==> src/rtl/pull_seq_pkg.sv <==
`timescale 1ns/1ps
package pull_seq_pkg;

  typedef struct packed {
    logic up;
    logic dn;
  } pull_t;

  // sequenced model codes
  localparam logic [1:0] SEQ_DOWN = 2'd1;
  localparam logic [1:0] SEQ_UP   = 2'd2;
  // direct model codes
  localparam logic [1:0] DIR_UP   = 2'd1;
  localparam logic [1:0] DIR_DOWN = 2'd2;

  function automatic pull_t seq_decode(input logic [1:0] code);
    pull_t r;
    r.up = (code == SEQ_UP);
    r.dn = (code == SEQ_DOWN);
    return r;
  endfunction

  function automatic pull_t dir_decode(input logic [1:0] code);
    pull_t r;
    r.up = (code == DIR_UP);
    r.dn = (code == DIR_DOWN);
    return r;
  endfunction

endpackage

==> src/rtl/pull_settle_timer.sv <==
`timescale 1ns/1ps
module pull_settle_timer #(
  parameter int SETTLE_CYCLES = 4
) (
  input  logic clk,
  input  logic rst,
  input  logic restart,
  output logic settled
);
  localparam int CW = $clog2(SETTLE_CYCLES + 1) + 1;
  localparam logic [CW-1:0] LIMIT = CW'(SETTLE_CYCLES);

  logic [CW-1:0] cnt_q;

  always_ff @(posedge clk) begin
    if (rst)               cnt_q <= '0;
    else if (restart)      cnt_q <= '0;
    else if (cnt_q < LIMIT) cnt_q <= cnt_q + 1'b1;
  end

  assign settled = (cnt_q >= LIMIT);
endmodule

==> src/rtl/pull_seq_ctrl.sv <==
`timescale 1ns/1ps
module pull_seq_ctrl
  import pull_seq_pkg::*;
#(
  parameter int NUM_PINS      = 40,
  parameter int DATA_W        = 32,
  parameter int ADDR_W        = 4,
  parameter int SETTLE_CYCLES = 4
) (
  input  logic                clk,
  input  logic                rst,
  input  logic                wr_en,
  input  logic [ADDR_W-1:0]   wr_addr,
  input  logic [DATA_W-1:0]   wr_data,
  output logic [NUM_PINS-1:0] load,
  output logic [NUM_PINS-1:0] nu_up,
  output logic [NUM_PINS-1:0] nu_dn
);
  localparam int NUM_BANKS = (NUM_PINS + DATA_W - 1) / DATA_W;

  logic [1:0]           mode_q;
  logic [NUM_PINS-1:0]  mask_q;
  logic [NUM_BANKS-1:0] bank_hit;
  logic                 mode_wr;
  logic                 settled;
  pull_t                mode_pull;

  assign mode_wr = wr_en && (wr_addr == '0);

  always_ff @(posedge clk) begin
    if (rst)          mode_q <= '0;
    else if (mode_wr) mode_q <= wr_data[1:0];
  end

  pull_settle_timer #(.SETTLE_CYCLES(SETTLE_CYCLES)) u_timer (
    .clk     (clk),
    .rst     (rst),
    .restart (mode_wr),
    .settled (settled)
  );

  assign mode_pull = seq_decode(mode_q);

  for (genvar b = 0; b < NUM_BANKS; b++) begin : g_bank
    assign bank_hit[b] = wr_en && (wr_addr == ADDR_W'(b + 1));
  end

  for (genvar p = 0; p < NUM_PINS; p++) begin : g_pin
    localparam int B = p / DATA_W;
    localparam int I = p % DATA_W;

    always_ff @(posedge clk) begin
      if (rst)              mask_q[p] <= 1'b0;
      else if (bank_hit[B]) mask_q[p] <= wr_data[I];
    end

    assign load[p]  = bank_hit[B] && settled && wr_data[I] && !mask_q[p];
    assign nu_up[p] = mode_pull.up;
    assign nu_dn[p] = mode_pull.dn;
  end
endmodule

==> src/rtl/pull_dir_ctrl.sv <==
`timescale 1ns/1ps
module pull_dir_ctrl
  import pull_seq_pkg::*;
#(
  parameter int NUM_PINS = 40,
  parameter int DATA_W   = 32,
  parameter int ADDR_W   = 4
) (
  input  logic                wr_en,
  input  logic [ADDR_W-1:0]   wr_addr,
  input  logic [DATA_W-1:0]   wr_data,
  output logic [NUM_PINS-1:0] load,
  output logic [NUM_PINS-1:0] nu_up,
  output logic [NUM_PINS-1:0] nu_dn
);
  localparam int FPW = DATA_W / 2;

  for (genvar p = 0; p < NUM_PINS; p++) begin : g_pin
    localparam int W = p / FPW;
    localparam int F = p % FPW;
    pull_t code_pull;

    assign code_pull = dir_decode(wr_data[2*F +: 2]);
    assign load[p]   = wr_en && (wr_addr == ADDR_W'(W));
    assign nu_up[p]  = code_pull.up;
    assign nu_dn[p]  = code_pull.dn;
  end
endmodule

==> src/rtl/pull_seq.sv <==
`timescale 1ns/1ps
module pull_seq #(
  parameter int NUM_PINS      = 40,
  parameter int DATA_W        = 32,
  parameter int ADDR_W        = 4,
  parameter int SETTLE_CYCLES = 4,
  parameter bit USE_SEQ       = 1'b1
) (
  input  logic                clk,
  input  logic                rst,
  input  logic                wr_en,
  input  logic [ADDR_W-1:0]   wr_addr,
  input  logic [DATA_W-1:0]   wr_data,
  output logic [NUM_PINS-1:0] pull_up,
  output logic [NUM_PINS-1:0] pull_dn
);
  localparam int NUM_BANKS = (NUM_PINS + DATA_W - 1) / DATA_W;
  localparam int NUM_WORDS = (NUM_PINS + DATA_W/2 - 1) / (DATA_W/2);

  logic [NUM_PINS-1:0] load, nu_up, nu_dn;
  logic [NUM_PINS-1:0] pu_q, pd_q;

  if (USE_SEQ) begin : g_seq
    pull_seq_ctrl #(
      .NUM_PINS(NUM_PINS), .DATA_W(DATA_W), .ADDR_W(ADDR_W),
      .SETTLE_CYCLES(SETTLE_CYCLES)
    ) u_ctrl (
      .clk(clk), .rst(rst), .wr_en(wr_en), .wr_addr(wr_addr),
      .wr_data(wr_data), .load(load), .nu_up(nu_up), .nu_dn(nu_dn)
    );
  end else begin : g_dir
    pull_dir_ctrl #(
      .NUM_PINS(NUM_PINS), .DATA_W(DATA_W), .ADDR_W(ADDR_W)
    ) u_ctrl (
      .wr_en(wr_en), .wr_addr(wr_addr), .wr_data(wr_data),
      .load(load), .nu_up(nu_up), .nu_dn(nu_dn)
    );
  end

  always_ff @(posedge clk) begin
    if (rst) begin
      pu_q <= '0;
      pd_q <= '0;
    end else begin
      pu_q <= (pu_q & ~load) | (nu_up & load);
      pd_q <= (pd_q & ~load) | (nu_dn & load);
    end
  end

  assign pull_up = pu_q;
  assign pull_dn = pd_q;
endmodule

==> config.mk <==
export PLATFORM = sky130hd
export DESIGN_NAME = pull_seq
export DESIGN_NICKNAME = d
export VERILOG_FILES = /design/src/rtl/pull_seq_pkg.sv /design/src/rtl/pull_settle_timer.sv /design/src/rtl/pull_seq_ctrl.sv /design/src/rtl/pull_dir_ctrl.sv /design/src/rtl/pull_seq.sv
export SDC_FILE = /design/constraint.sdc
export NUM_CORES = 1
export LEC_CHECK = 0
export CAP_MARGIN = 20
export CORE_ASPECT_RATIO = 1.4
export CORE_MARGIN = 5
export CORE_UTILIZATION = 40
export CTS_BUF_LIST = sky130_fd_sc_hd__clkbuf_4
export DETAILED_ROUTE_END_ITERATION = 8
export PLACE_DENSITY = 0.65
export REMOVE_ABC_BUFFERS = 1
export SETUP_SLACK_MARGIN = 0.05
export SYNTH_ARGS = -nofsm -noshare
export SYNTH_HDL_FRONTEND = slang
export SYNTH_SLANG_ARGS = --single-unit
==> constraint.sdc <==
create_clock -name clk -period 4.8 [get_ports clk]
set_input_delay 1.44 -clock clk [delete_from_list [all_inputs] [get_ports clk]]
set_output_delay 1.44 -clock clk [all_outputs]
set_load 0.005 [all_outputs]
### Word-level counts from Yosys, hierarchy flattened

Index checks and enable logic that the tools add are counted.

* add/sub/neg operators: 1
* $lt $le $gt $ge: 2
* equal/unequal tests: 4
* bitwise operators: 7
* reduce and logical (&&, ||, !) cells: 127

Operator list (number)
* $and 40x40->40: 4
* $logic_and 1x1->1: 85
* $or 40x40->40: 2
* $logic_not 1->1: 40
* $not 40->40: 1
* $add 4x1->4 const B: 1
* $eq 4x1->1 const B: 1
* $eq 4x2->1 const B: 1
* $ge 4x3->1 const B: 1
* $logic_not 4->1: 1
* $lt 4x3->1 const B: 1
* $eq 2x1->1 const B: 1
* $eq 2x2->1 const B: 1
* $reduce_or 2->1: 1

* register bits after elaboration: 126
* bits of input ports: 39
* output and inout bits: 80

### Longest topological paths before layout

Gate-level depths: netlist (run 1).

* depth after elaboration: 8
* depth in mapped cells: 6

### Hierarchy

A second synthesis (run 1) with hierarchy kept.

* cell total of the unflattened synthesis: 574
* area, all modules: 5871.9 um^2

By module, submodules not included
* pull_seq_ctrl: times used 1, cells each 307, area each 2907.8 um^2, sequential area each 840.8 um^2
* pull_seq: times used 1, cells each 249, area each 2803.9 um^2, sequential area each 1601.5 um^2
* pull_settle_timer: times used 1, cells each 18, area each 160.2 um^2, sequential area each 80.1 um^2

### Worst setup path after synthesis (run 1)

OpenSTA, ideal clock, no wires.

* path kind: input to register
* start point: input wr_addr[1]
* end point: register with a tool-made name
* library setup time: 0.072 ns
* data arrival time: 2.746 ns
* slack: 1.982 ns
* stages on the path: 5
* cell sequence: or4b_4 > buf_6 > buf_6 > nor4_4 > mux2i_1

RTL lines
* from (decl): RTL line pull_seq.sv:12 `input logic [ADDR_W-1:0] wr_addr,`

==> results.toml, run 1 <==
[detailed_routing]
drtIter0Drc = 139
antenna_left = 0
via_per_inst = 5.07
wirelength_mm = 14.1
routedWlPerCell_um = 16.5
via_count = 4339
drc = 0
firstDrtPassIters = 5

[grt]
grt_most_used_layer = "met2"
grt_max_degree = 66
antenna_found_initial = 1
grt_usage_pct = 17.5
gr-usage-met2_pct = 31.5
use_met1_pct = 20.2
grt_use_met3_pct = 4.08
grt_pass1_vias = 4611
grt_pass1_wl_mm = 23.8
grt_overflow = 0

[place]
place_hpwl_mm = 9.23
gp_congestion = 0.715
io_buffers = 118

[logic_synthesis]
synth_area_leaders = "dfxtp_1, mux2i_1, nor4_4"
synth_commonest_cells = "dfxtp_1, mux2i_1, nand2b_1"
yosysTopAreaCellShare_pct = 44.3
yosysWarnings = 0
synth-seq-cells = 126
ys_types = 28
yosysMostFrequentCell = "dfxtp_1"
syn_inst = 558
ys_seq_area_share_pct = 44.3
netlist_area_um2 = 5690
async_reset_ff_share_pct = 0
synth_top_area_cell = "dfxtp_1"
synth-edff-count = 0
ys.flop_type = "dfxtp_1"
avgSynthCellArea_um2 = 10.2

[clock_tree]
cts-hold-fix-buffers = 0
clk_path_buf_depth = 2
post_cts_resized = 0
cts_tree = "built"
post-cts-setup-buffers = 0
h-tree-depth = 4
root_buffer = "clkbuf_4"
clk_pin_slew_ns = 0.10
cts_num_sinks = 126
numCtsBuffers = 17
insertion_delay_ns = 0.52

[sta]
slew_headroom_pct = 33.0
worst_pin_slew_ns = 1.00
period_minus_slack_ns = 3.24
setup_tns_ns = 0
rsz0062_at_grt = "no"
hold_violations = 0
slew_viol_final = 0
skew_ns = 0.0188
finalSetupViolations = 0
fmax_mhz = 309
post-route-period-util_pct = 67.4
hold_ws_ns = 0.481

[critical_path]
cp-start-kind = "input pin"
endpoint_kind = "flop"
worst_ep_arrival_time_ns = 3.65
worstPathMaxFanout = 29
required_ns = 5.22
worstSetupPathType = "input pin to flop"

[power]
pwr-share-clk_pct = 39.9
p_comb_share_pct = 7.4
leakagePower_nw = 2.40
peakVddDrop_v = 0.000161
internal_power_w = 0.00153
p_sw_w = 0.000487
seq_power_share_pct = 52.7
switching_share_pct = 24.2
power.density_nw_per_um2 = 274

[die]
die_w_um = 111
core-area_um2 = 14000
ios = 119
die_y_um = 151
die_area_um2 = 16800
initial_core_util_pct = 40.7
rows = 51

[min_path]
hold_class = "flop to flop"

[run]
drv_cap = 0

[cells_and_area]
n_fill_cell = 1278
final_util_pct = 52.5
seq_area_um2 = 2520
syn_to_final_growth_pct = 28.9
nets = 696
multi_input_area_um2 = 2880
drive_gt1_share_pct = 11.8

[run_status]
outcome = "complete, no violations"
[final cells by class]
type                    count  share of cell area [%]
repair buffers            127                    17.5
clock inverters            14                    2.37
flip-flops and latches    126                    34.4
well taps                 185                    3.16
multi-input cells         354                    39.2
inverters                  30                    1.54
clock buffers              18                    1.84
diodes                      1                  0.0341
[placed cells by master (no fill, tap or decap), types with 2 or more instances in the layout]
cell,synthesis,final
nor4_2,2,2
nor2_1,5,5
buf_16,0,2
nand4_1,8,8
clkinvlp_4,0,2
inv_1,30,30
clkinv_1,0,4
clkbuf_4,0,18
nor4_4,26,26
or3b_2,2,2
a21oi_1,43,43
nand2b_1,81,81
clkdlybuf4s50_1,0,116
bufinv_16,0,4
nor2b_1,9,9
nor4b_4,4,5
buf_4,2,8
clkinv_2,0,3
dfxtp_1,126,126
o21ai_0,42,42
nand3_1,42,42
mux2i_1,81,81
[worst paths after layout]
path	startpoint	end	slack (ns)	cells past startpoint
worst max-delay path	wr_addr[1]	flop	1.56	5
worst min-delay path	flop	flop	0.48	2
worst max register to register	g_seq.u_ctrl.u_timer.cnt_q[3]$_SDFFE_PP0N_	flop	2.58	4
worst min register to register	flop	flop	0.48	2
[metal layers]
layer | up-vias | share of wire, %
li1 | 2121 | -
met1 | 2125 | 42
met2 | 79 | 53
met3 | 14 | 3.5
met4 | 0 | 1.3
met5 | - | 0
[power groups by stage]
stage	sequential [W]	combinational, W	clock [W]
6_report	0.00106	0.000150	0.000802
5_1_grt	0.00106	0.000162	0.000880
4_1_cts	0.00106	0.000148	0.000828
3_5_place_dp	0.00108	0.000147	0
3_3_place_gp	0.00108	0.000144	0
2_1_floorplan	0.00108	0.0000689	0
[worst max-delay path, stage by stage]
cell             delay [ns]
clkdlybuf4s50_1        0.49
or4b_4                 0.75
buf_4                  0.36
nor4_4                 0.35
mux2i_1                0.23
[metrics by stage]
stage / instances / worst slack, ns / instance area (um^2) / total power, W
3_3_place_gp: 820 / 1.06 / 6970 / 0.00123
2_1_floorplan: 510 / 0.271 / 5480 / 0.00115
4_1_cts: 852 / 1.61 / 7280 / 0.00204
6_report: 855 / 1.56 / 7340 / 0.00201
3_5_place_dp: 820 / 1.03 / 6970 / 0.00123
5_1_grt: 855 / 1.53 / 7340 / 0.00210
[cell families (layout without fill, tap and decap cells)]
| logic type | after synthesis | count (layout) | share of synthesized area (%) |
|---|---|---|---|
| and+or+nand+nor | 184 | 184 | 27.7 |
| DFF | 126 | 126 | 44.3 |
| AOI/OAI and AO/OA | 87 | 87 | 7.69 |
| muxes | 81 | 81 | 14.2 |
| buffers and inverters | 78 | 189 | 5.65 |
| adders and majority gates | 1 | 1 | 0.220 |
| xor gates and xnor gates | 1 | 1 | 0.154 |
| other | 0 | 1 | 0 |
(Power assumes the default switching activity.)
==> inputs of run 2 (changes only) <==
Clock period 4.8 ns to 3.2 ns, I/O delays scaled along.
==> run 2 against run 1 <==
  * Hold slack improved by 0.0015 ns
  * Flip-flop and latch count did not move
  * Sequential power rose by 50%
  * Sequential share of layout area fell by 0.50 points
  * Critical path depth did not move
  * Final cell count rose by 0.58%
  * Non-clock buffer count rose by 5
==> results.toml, run 2 (synthesis gave the netlist of run 1 again) <==
[run_status]
outcome = "complete, no violations"

[place]
dp.cells = 824
place_area_um2 = 7050
place_hpwl_mm = 9.34
gp_congestion = 0.768
io_buffers = 118

[detailed_routing]
drtIter0Drc = 143
antenna_left = 0
via_per_inst = 5.05
firstDrtPassIters = 4
drc = 0
via_count = 4341
wirelength_mm = 14.3
routedWlPerCell_um = 16.6

[cells_and_area]
multi_input_area_um2 = 2880
seq_area_um2 = 2520
finalNonFillerCells = 860
n_fill_cell = 1238
design_area_um2 = 7440
layout_common_cells = "dfxtp_1, clkdlybuf4s50_1, nand2b_1, mux2i_1, a21oi_1"
final_common_cell = "dfxtp_1"
syn_to_final_growth_pct = 30.8
nets = 701
drive_gt1_share_pct = 12.6

[sta]
fmax_mhz = 396
slew_headroom_pct = 38.5
post-route-period-util_pct = 79.0
worst_pin_slew_ns = 0.919
skew_ns = 0.0146
period_minus_slack_ns = 2.53
finalSetupViolations = 0
hold_violations = 0
slew_viol_final = 0
hold_ws_ns = 0.482
rsz0062_at_grt = "no"

[critical_path]
crit_slowest_cell = "or4b_4"
max_stage_delay_ns = 0.68
endpoint_kind = "flop"
worstSetupPathType = "input pin to flop"
cp_cell_sequence = "clkdlybuf4s50_1 -> or4b_4 -> buf_12 -> nor4_2 -> mux2i_1"
worstPathMaxFanout = 25
r2r_slack_ns = 1.72
required_ns = 3.62
worst_ep_arrival_time_ns = 2.95
cp-start-kind = "input pin"

[clock_tree]
clk_pin_slew_ns = 0.11
insertion_delay_ns = 0.51
post_cts_resized = 0
root_buffer = "clkbuf_4"
cts-hold-fix-buffers = 0
clk_path_buf_depth = 2
cts_tree = "built"
h-tree-depth = 4
cts_num_sinks = 126
post-cts-setup-buffers = 0
numCtsBuffers = 17

[power]
leakagePower_nw = 2.46
peakVddDrop_v = 0.000243
power.density_nw_per_um2 = 417

[grt]
grt_usage_pct = 17.5
grt_pass1_vias = 4762
grt_overflow = 0
antenna_found_initial = 1
grt_pass1_wl_mm = 23.6
grt_max_degree = 98

[min_path]
hold_class = "flop to flop"

[run]
drv_cap = 0

[die]
die_area_um2 = 16800
die_y_um = 151
ios = 119
initial_core_util_pct = 40.7
die_w_um = 111
core-area_um2 = 14000
rows = 51
==> run 2: cell types whose count changed in the layout (fill, tap and decap cells not counted) <==
| cell | delta |
|---|---|
| clkinv_2 | -1 |
| bufinv_16 | +1 |
| buf_16 | -2 |
| buf_12 | +6 |
| clkbuf_4 | +1 |
| buf_8 | +1 |
| clkinv_1 | -1 |
==> run 2: per-stage QoR <==
step	power, W	setup WS, ns	setup TNS, ns	util [%]
3_5_place_dp	0.00186	0.138	0	50.4
3_3_place_gp	0.00185	0.179	0	50.4
2_1_floorplan	0.00173	-1.33	-73.15	-
6_report	0.00311	0.672	0	53.3
4_1_cts	0.00315	0.703	0	52.9
5_1_grt	0.00324	0.596	0	53.3
==> run 2: worst paths after layout <==
kind | startpoint | to | cells past startpoint
worst max-delay path | wr_addr[3] | flop | 5
worst min-delay path | flop | flop | 2
worst max register to register | g_seq.u_ctrl.mode_q[1]$_SDFFE_PP0P_ | flop | 3
worst min register to register | flop | flop | 2
==> run 2: report_power, final <==
group          internal [W]  switching [W]
clock              0.000707       0.000576
sequential          0.00158     0.00000963
combinational      0.000100       0.000135
total               0.00239       0.000720
==> run 2: area by class of cell <==
cell class | instances | area share, %
clock buffers | 19 | 1.92
diodes | 1 | 0.0336
inverters | 30 | 1.51
clock inverters | 13 | 2.62
repair buffers | 132 | 18.3
well taps | 185 | 3.11
flip-flops and latches | 126 | 33.9
multi-input cells | 354 | 38.6
==> run 2: worst max-delay path, delay by kind of cell <==
kind	cells	cell delay, ns
buffers and inverters	2	0.74
AND/OR/NAND/NOR	2	1.02
multiplexers	1	0.23
==> run 2: per-layer routing <==
layer,global-route usage (%),share of wire [%],up-vias
met4,6.96,2.3,0
met5,0,0,-
met3,4.12,3.8,24
met2,32.7,53,99
li1,-,-,2130
met1,19.0,41,2088
==> inputs of run 3 (changes only) <==
Settings changed: PLACE_DENSITY 0.65 to 0.68.
Clock period 3.2 ns to 2.1 ns, I/O delays scaled along.
==> run 3 against run 2 <==
  * Worst setup slack lost 0.69 ns
  * Sequential power grew 52%
  * Count of clock-buffer cells in the layout grew 3
  * The run now ends with setup timing left
==> results.toml, run 3 (synthesis gave the netlist of run 1 again) <==
[critical_path]
cp-start-kind = "input pin"
required_ns = 2.50
critPathLaunch = "wr_addr[1]"
worstReg2RegStart = "g_seq.u_ctrl.mode_q[0]$_SDFFE_PP0P_"
endpoint_kind = "flop"
reg2reg_depth = 3
worstPathMaxFanout = 31
r2r_slack_ns = 0.67
worst_ep_arrival_time_ns = 2.51
worstSetupPathType = "input pin to flop"

[detailed_routing]
wirelength_mm = 14.1
firstDrtPassIters = 4
via_count = 4435
routedWlPerCell_um = 16.0
via_per_inst = 5.03
drtIter0Drc = 171
antenna_left = 0
drc = 0

[place]
pre_cts_slack_ns = -0.464
gp_congestion = 0.743
io_buffers = 118
place_area_um2 = 7200
place_hpwl_mm = 9.47

[sta]
period_minus_slack_ns = 2.12
rsz0062_at_grt = "yes"
hold_violations = 0
post-route-period-util_pct = 101
setup_slack_ns = -0.0153
skew_ns = 0.0194
finalSetupViolations = 1
fmax_mhz = 473
slew_headroom_pct = 50.0
slew_viol_final = 0
worst_pin_slew_ns = 0.750

[power]
pwr-share-clk_pct = 38.1
internal_power_w = 0.00344
p_comb_share_pct = 8.2
switching_share_pct = 23.6
p_sw_w = 0.00106
leakagePower_nw = 3.89
peakVddDrop_v = 0.000282
power.density_nw_per_um2 = 576
seq_power_share_pct = 53.7

[clock_tree]
cts_num_sinks = 126
clk_pin_slew_ns = 0.10
insertion_delay_ns = 0.50
cts_tree = "built"
h-tree-depth = 4
cts-hold-fix-buffers = 0
clk_path_buf_depth = 2
root_buffer = "clkbuf_4"
numCtsBuffers = 17

[grt]
grt_usage_pct = 16.6
grt_overflow = 0
grt_pass1_vias = 4560
antenna_found_initial = 1
grt_pass1_wl_mm = 22.6
grt_max_degree = 89

[cells_and_area]
layout_common_cells = "nand2b_1, mux2i_1, dfxtp_2"
design_area_um2 = 7830
nets = 723
drive_gt1_share_pct = 25.6
syn_to_final_growth_pct = 37.6
num_antenna_cells = 0

[die]
die_y_um = 151
initial_core_util_pct = 40.7
die_area_um2 = 16800
ios = 119
die_w_um = 111
core-area_um2 = 14000
rows = 51

[min_path]
hold_class = "input pin to flop"

[run_status]
failed_checks = "setup timing"
outcome = "complete, but fails checks"

[run]
drv_cap = 0
==> run 3: changes by cell type in the layout (fill, tap and decap cells not counted), sizes merged <==
cell,before,now
dlymetal6s2s,0,67
clkinvlp,2,0
dlygate4sd2,0,6
clkdlybuf4s50,116,43
clkinv,6,7
diode,1,0
clkbuf,19,22
bufinv,5,3
buf,16,38
==> run 3: layout make-up <==
cell class	count	area [um^2]
Timing Repair Buffer	154	1700
Multi-Input combinational cell	354	2890
Tap cell	185	231
Fill cell	1190	6140
Sequential cell	126	2610
Clock buffer	22	165
Clock inverter	10	120
Inverter	30	113
==> run 3: power by group through the flow <==
| stage | clock (W) | sequential, W | combinational [W] |
|---|---|---|---|
| 4_1_cts | 0.00177 | 0.00242 | 0.000369 |
| 5_1_grt | 0.00191 | 0.00242 | 0.000395 |
| 3_3_place_gp | 0 | 0.00248 | 0.000358 |
| 3_5_place_dp | 0 | 0.00248 | 0.000368 |
| 2_1_floorplan | 0 | 0.00247 | 0.000158 |
| 6_report | 0.00172 | 0.00242 | 0.000367 |
==> run 3: metal layers <==
layer	up-vias	track usage, %	part of all wire, %
li1	2168	-	-
met1	2157	18.9	41
met2	101	30.0	53
met3	9	5.48	4.5
met4	0	4.00	1.0
met5	-	0	0
==> run 3: worst min-delay path by stage <==
stage	cells past startpoint	from	endpoint	slack (ns)
2_1_floorplan	2	g_seq.u_ctrl.u_timer.cnt_q[3]$_SDFFE_PP0N_	g_seq.u_ctrl.u_timer.cnt_q[3]$_SDFFE_PP0N_	0.44
3_3_place_gp	2	flop	flop	0.46
3_5_place_dp	2	flop	flop	0.46
4_1_cts	2	rst	g_seq.u_ctrl.mode_q[0]$_SDFFE_PP0P_	0.26
5_1_grt	2	rst	g_seq.u_ctrl.mode_q[0]$_SDFFE_PP0P_	0.25
6_report	2	rst	g_seq.u_ctrl.mode_q[0]$_SDFFE_PP0P_	0.32
==> run 3: timing repair <==
item | in CTS | in global routing
resized for setup | 29 | 117
setup endpoints to repair | 29 | 76
setup buffers | 0 | 11
==> run 3: through the flow <==
stage / utilization (%) / instances / power [W] / setup TNS, ns / hold WS, ns
after CTS: 53.7 / 870 / 0.00456 / 0 / 0.263
after detailed placement: 51.6 / 838 / 0.00285 / -32.09 / 0.460
after global placement: 51.6 / 838 / 0.00283 / -28.29 / 0.460
after global routing: 56.0 / 881 / 0.00473 / 0 / 0.246
final: 56.0 / 881 / 0.00451 / -0.0153 / 0.317
after floorplan: - / 510 / 0.00263 / -162.92 / 0.439
==> run 3: critical path: stages <==
cell and delay [ns]:
clkdlybuf4s50_1 0.43, or4b_4 0.60, buf_12 0.21, nor4_4 0.34, mux2i_1 0.29
